## src/rtl/sa_div_pkg.sv

```systemverilog
package sa_div_pkg;
  typedef enum logic {
    ST_IDLE = 1'b0,
    ST_RUN  = 1'b1
  } div_state_e;
endpackage

```

## src/rtl/sa_div_ctrl.sv

```systemverilog
module sa_div_ctrl
  import sa_div_pkg::*;
#(
  parameter int W  = 32,
  localparam int CW = (W > 1) ? $clog2(W) : 1
) (
  input  logic          clk,
  input  logic          rst_n,
  input  logic          start,
  output logic          accept,
  output logic          last,
  output logic          busy,
  output logic          done,
  output logic [CW-1:0] bit_idx
);

  div_state_e state_q;
  logic [CW-1:0] cnt_q;
  logic done_q;

  assign busy    = (state_q == ST_RUN);
  assign accept  = start && !busy;
  assign last    = busy && (cnt_q == '0);
  assign bit_idx = cnt_q;
  assign done    = done_q;

  always_ff @(posedge clk or negedge rst_n) begin
    if (!rst_n) begin
      state_q <= ST_IDLE;
      cnt_q   <= '0;
      done_q  <= 1'b0;
    end else if (accept) begin
      state_q <= ST_RUN;
      cnt_q   <= CW'(W - 1);
      done_q  <= 1'b0;
    end else if (last) begin
      state_q <= ST_IDLE;
      done_q  <= 1'b1;
    end else if (busy) begin
      cnt_q   <= cnt_q - CW'(1);
    end
  end

endmodule

```

## src/rtl/sa_div_trial.sv

```systemverilog
module sa_div_trial #(
  parameter int W  = 32,
  localparam int CW = (W > 1) ? $clog2(W) : 1,
  localparam int PW = 2 * W
) (
  input  logic          clk,
  input  logic          rst_n,
  input  logic          accept,
  input  logic          busy,
  input  logic [CW-1:0] bit_idx,
  input  logic [W-1:0]  dividend,
  input  logic [W-1:0]  divisor,
  output logic [W-1:0]  op_a,
  output logic [W-1:0]  op_b,
  output logic [W-1:0]  trial_q,
  output logic          keep,
  output logic [W-1:0]  next_q
);

  // Trial product never overflows: it is formed at double width.
  function automatic logic trial_fits(input logic [W-1:0] q,
                                      input logic [W-1:0] b,
                                      input logic [W-1:0] a);
    logic [PW-1:0] prod;
    prod = PW'(q) * PW'(b);
    return prod <= PW'(a);
  endfunction

  logic [CW-1:0] idx_below;

  assign keep      = trial_fits(trial_q, op_b, op_a);
  assign idx_below = bit_idx - CW'(1);

  always_comb begin
    next_q = trial_q;
    if (!keep) next_q[bit_idx] = 1'b0;
    if (bit_idx != '0) next_q[idx_below] = 1'b1;
  end

  always_ff @(posedge clk or negedge rst_n) begin
    if (!rst_n) begin
      op_a    <= '0;
      op_b    <= '0;
      trial_q <= '0;
    end else if (accept) begin
      op_a    <= dividend;
      op_b    <= divisor;
      trial_q <= {1'b1, {(W-1){1'b0}}};
    end else if (busy) begin
      trial_q <= next_q;
    end
  end

endmodule

```

## src/rtl/sa_divider.sv

```systemverilog
module sa_divider #(
  parameter int W = 32
) (
  input  logic         clk,
  input  logic         rst_n,
  input  logic         start,
  input  logic [W-1:0] dividend,
  input  logic [W-1:0] divisor,
  output logic         busy,
  output logic         done,
  output logic [W-1:0] quotient,
  output logic [W-1:0] remainder,
  output logic         div_by_zero
);

  localparam int CW = (W > 1) ? $clog2(W) : 1;
  localparam int PW = 2 * W;

  function automatic logic [W-1:0] rem_of(input logic [W-1:0] a,
                                          input logic [W-1:0] b,
                                          input logic [W-1:0] q);
    logic [PW-1:0] prod;
    prod = PW'(q) * PW'(b);
    return a - prod[W-1:0];
  endfunction

  logic          accept;
  logic          last;
  logic [CW-1:0] bit_idx;
  logic [W-1:0]  op_a;
  logic [W-1:0]  op_b;
  logic [W-1:0]  trial_q;
  logic          keep;
  logic [W-1:0]  next_q;
  logic          zero_div;

  logic [W-1:0]  quot_q;
  logic [W-1:0]  rem_q;
  logic          dbz_q;

  sa_div_ctrl #(.W(W)) u_ctrl (
    .clk     (clk),
    .rst_n   (rst_n),
    .start   (start),
    .accept  (accept),
    .last    (last),
    .busy    (busy),
    .done    (done),
    .bit_idx (bit_idx)
  );

  sa_div_trial #(.W(W)) u_trial (
    .clk      (clk),
    .rst_n    (rst_n),
    .accept   (accept),
    .busy     (busy),
    .bit_idx  (bit_idx),
    .dividend (dividend),
    .divisor  (divisor),
    .op_a     (op_a),
    .op_b     (op_b),
    .trial_q  (trial_q),
    .keep     (keep),
    .next_q   (next_q)
  );

  assign zero_div = (op_b == '0);

  always_ff @(posedge clk or negedge rst_n) begin
    if (!rst_n) begin
      quot_q <= '0;
      rem_q  <= '0;
      dbz_q  <= 1'b0;
    end else if (last) begin
      quot_q <= zero_div ? {W{1'b1}} : next_q;
      rem_q  <= zero_div ? op_a : rem_of(op_a, op_b, next_q);
      dbz_q  <= zero_div;
    end
  end

  assign quotient    = quot_q;
  assign remainder   = rem_q;
  assign div_by_zero = dbz_q;

endmodule

```

## config.mk

```make
export PLATFORM = sky130hd
export DESIGN_NAME = sa_divider
export DESIGN_NICKNAME = d
export VERILOG_FILES = /design/src/rtl/sa_div_pkg.sv /design/src/rtl/sa_div_ctrl.sv /design/src/rtl/sa_div_trial.sv /design/src/rtl/sa_divider.sv
export SDC_FILE = /design/constraint.sdc
export NUM_CORES = 2
export LEC_CHECK = 0
export BUFFER_PORTS_ARGS = -buffer_cell sky130_fd_sc_hd__buf_4
export CAP_MARGIN = 20
export CORE_MARGIN = 1.5
export CORE_UTILIZATION = 45
export DETAILED_ROUTE_END_ITERATION = 6
export PLACE_DENSITY_LB_ADDON = 0.12
export SYNTH_ARGS = -nofsm -noshare
export SYNTH_HDL_FRONTEND = slang
export SYNTH_SLANG_ARGS = --single-unit
```

## constraint.sdc

```tcl
create_clock -name clk -period 21 [get_ports clk]
set_input_delay 1.05 -clock clk [delete_from_list [all_inputs] [get_ports clk]]
set_output_delay 1.05 -clock clk [all_outputs]
set_load 0.02 [all_outputs]
```

==> impl_results.md <==
* TritonCTS clock tree: done
* Unique masters post-synth at 92
* Total GRT Usage at a little under a third
* DP Area at 62200 µm²
* Drt pass-1 iters at 5
* Sequential share of the synthesized area at roughly 7.1%
* Seq cells post-synth at 168
* Post-Syn Nets at 8546
* CP top delay family: adder cells
* Post-route ant nets at 0
* Final WL at about 200000 µm
* Fill count at 12700
* DRC at 0
* Top Ports at between 100 and 150
* Async S/R FF share, synth at 100%
* Num CTS Buffers at 17
* Unrepaired setup endpoints after global routing: no
* Final setup vio count at 0
* Worst Tran Pin Value at 1180 ps
* Post-Syn Area at 59400 µm²
* Post-Synthesis Cells at around 6700
* Vias/cell at roughly 5.5
* Post-Layout Inst Area at 62700 µm²
* CP endpoint kind: flip-flop
* Setup total negative slack at 0 ps
* Worst r2r path cells at 66
* Buf+Inv Stages, Crit Path at 10
* Largest net degree at the start of global routing at 73
* Critical-path top delay cell: dfrtp_1
* Critical Path RT at between 20000 and 25000 ps
* Antenna violations before repair at 11
* Critical Path Source Type: flip-flop
* Via Count at roughly 46000
* Fin crit share at 92.6%
* Iteration-0 DRC count of the detailed router at 3554
* CORE AREA at 131000 µm²
* CP max FO at 19
* Root Driver: clkbuf_16
* Top-area cell type share of the netlist area at approximately 45%
* Share of post-route cells with drive strength above 1 at 5.97%
* Synth-to-layout area growth at 5.56%
* Hold/Removal Path Class: flip-flop to flip-flop
* Total grt overflow at 0
* Synth area leaders: fa_1, inv_1, ha_1
* Max_cap viols at 0
* WL/cell at 24.7 µm
* Synth Area per Inst at between 8 and 9 µm²
* Hold Path Cell Cnt at 2
* Post-synth top flop: dfrtp_1
* Clock skew at 26.2 ps
* Initial core utilization at 45.3%
* Final hold vios at 0
* Bufs on Longest Clock Path at 2
* # port buffers at approximately 130
* Most frequent CP cell: fa_1
* Postcts setup bufs at 0
* Critical Path AT at 19920 ps
* Critical path's largest stage delay at 1130 ps
* Total Nets Final at 8426
* CTS resizes at 0
* Critical path type: flip-flop to flip-flop
* Stages on the worst setup path at 66
* Clk_lat worst skew at 550 ps
* Fmax at 0.0514 GHz
* Crit path time final at 19440 ps
* Die width at 366 µm
* Post-CTS Hold Buffers at 0
* Area leader, netlist: fa_1
* Die area at 134000 µm²
* Final HPWL DP at between 150000 and 200000 µm
* Worst rel slew slack at a little over a fifth
* Vias in the first global route at 48500
* Clock slew at reported path FFs at 90 ps
* Outcome: finished clean
* Die Span Y at 366 µm
* Row count at 133
* Routability Congestion at 0.961
* Post-synth EDFFs at 0
* Final Max Slew Viols at 0
* H-tree depth at 4
* CTS Sinks at 168
* Yosys warning count at 0
* Fin util at between 40% and 50%
* First-pass GRT wire length at 313000 µm
[state kept, by name, indices dropped and copies added, names as in the netlist]
signal           cells
u_trial.op_a        32
remainder           32
quotient            32
u_trial.op_b        32
u_trial.trial_q     32
div_by_zero          1
u_ctrl.done          1
u_ctrl.busy          1
u_ctrl.bit_idx       5
[synth_stat cells (all sizes together) (9+ instances only)]
library cell	count
nor3	41
mux2i	10
clkbuf	364
ha	445
and2	593
fa	1339
o21a	17
a21oi	168
xnor2	83
nor2b	59
nand2	969
inv	1491
o211ai	20
o21ai	218
and3	17
a31oi	23
o21bai	21
mux2	33
nand3	38
nor4	21
and4	9
buf	34
a21o	57
xnor3	11
or3	11
nand4	42
nand3b	10
a211oi	10
o22a	18
dfrtp	168
nor2	158
xor2	27
nand2b	75
[stage by stage]
stage | hold WS (ps) | std cells | worst slack (ps)
after floorplan | 522 | 6695 | 4960
after global placement | 461 | 8309 | 1680
after detailed placement | 472 | 8310 | 1760
after CTS | 492 | 8341 | 1640
after global routing | 505 | 8342 | 791
final | 485 | 8344 | 1560
[per-layer routing]
layer	GRT usage, %	vias up	part of all wire [%]
met4	7.76	2	2.6
met5	0	-	0.0078
met1	44.2	24000	43
li1	-	19600	-
met2	49.6	1771	46
met3	6.22	266	8.3
[cells in the final DEF (no fill, tap or decap), types with 18 or more instances in the layout]
| cell | synthesis | layout |
|---|---|---|
| and2_1 | 593 | 593 |
| o22a_1 | 18 | 18 |
| mux2_2 | 32 | 32 |
| nor3_1 | 40 | 39 |
| xor2_1 | 27 | 27 |
| fa_1 | 1339 | 1339 |
| nand2_1 | 967 | 967 |
| xnor2_1 | 83 | 83 |
| dfrtp_1 | 168 | 142 |
| a21o_1 | 57 | 57 |
| o21ai_0 | 209 | 205 |
| a21oi_1 | 163 | 162 |
| a31oi_1 | 21 | 21 |
| nand4_1 | 39 | 39 |
| nor4_1 | 20 | 20 |
| dfrtp_2 | 0 | 26 |
| inv_1 | 1491 | 1491 |
| buf_4 | 7 | 256 |
| nand3_1 | 37 | 36 |
| o21bai_1 | 20 | 19 |
| o211ai_1 | 20 | 20 |
| nor2b_1 | 59 | 58 |
| ha_1 | 445 | 445 |
| nand2b_1 | 75 | 75 |
| nor2_1 | 158 | 155 |
[worst register-to-register path, delay by kind of cell, from the launching register on]
| kind | cells | cell delay [ps] |
|---|---|---|
| and+or+nand+nor | 13 | 3700 |
| xor gates and xnor gates | 2 | 400 |
| DFF | 1 | 1130 |
| buffers and inverters | 10 | 520 |
| AOI/OAI and AO/OA | 22 | 5120 |
| adders and majority gates | 19 | 8510 |
[cells by family (layout without fill, tap and decap cells)]
family | Yosys count | count (layout) | synth area share (%)
AO/OA/AOI/OAI | 620 | 620 | 6.43
XOR/XNOR | 123 | 123 | 2.12
adder cells (fa/ha/maj) | 1784 | 1784 | 54.5
buffers and inverters | 1890 | 1782 | 12.0
flip-flops | 168 | 168 | 7.07
multiplexers | 43 | 43 | 0.794
other | 0 | 2 | 0
AND/OR/NAND/NOR | 2067 | 2067 | 17.1
[final timing paths]
path / startpoint / endpoint / slack [ps]
worst min register to register: remainder[24]$_DFFE_PN0P_ / remainder[24]$_DFFE_PN0P_ / 480
worst max-delay path: u_trial.trial_q[11]$_DFFE_PN0P_ / remainder[31]$_DFFE_PN0P_ / 1560
min in group asynchronous: rst_n / u_trial.op_a[20]$_DFFE_PN0P_ / 500
max in group asynchronous: rst_n / u_trial.op_b[10]$_DFFE_PN0P_ / 18990
worst max register to register: u_trial.trial_q[11]$_DFFE_PN0P_ / remainder[31]$_DFFE_PN0P_ / 1560
worst min-delay path: remainder[24]$_DFFE_PN0P_ / remainder[24]$_DFFE_PN0P_ / 480
[layout make-up]
class | count | area (µm²) | share of cell area (%)
clock buffer | 18 | 429 | 0.684
clock inverter | 13 | 121 | 0.193
tap | 1755 | 2200 | 3.50
timing repair buffer | 259 | 1990 | 3.17
antenna | 2 | 5.00 | 0.00798
inverter | 1492 | 5600 | 8.93
multi-input combinational | 4637 | 48200 | 76.8
sequential | 168 | 4240 | 6.75
Power is left out: the tool's default activity adds up to more than one toggle a clock period on the data nets, which glitch-free logic cannot reach.
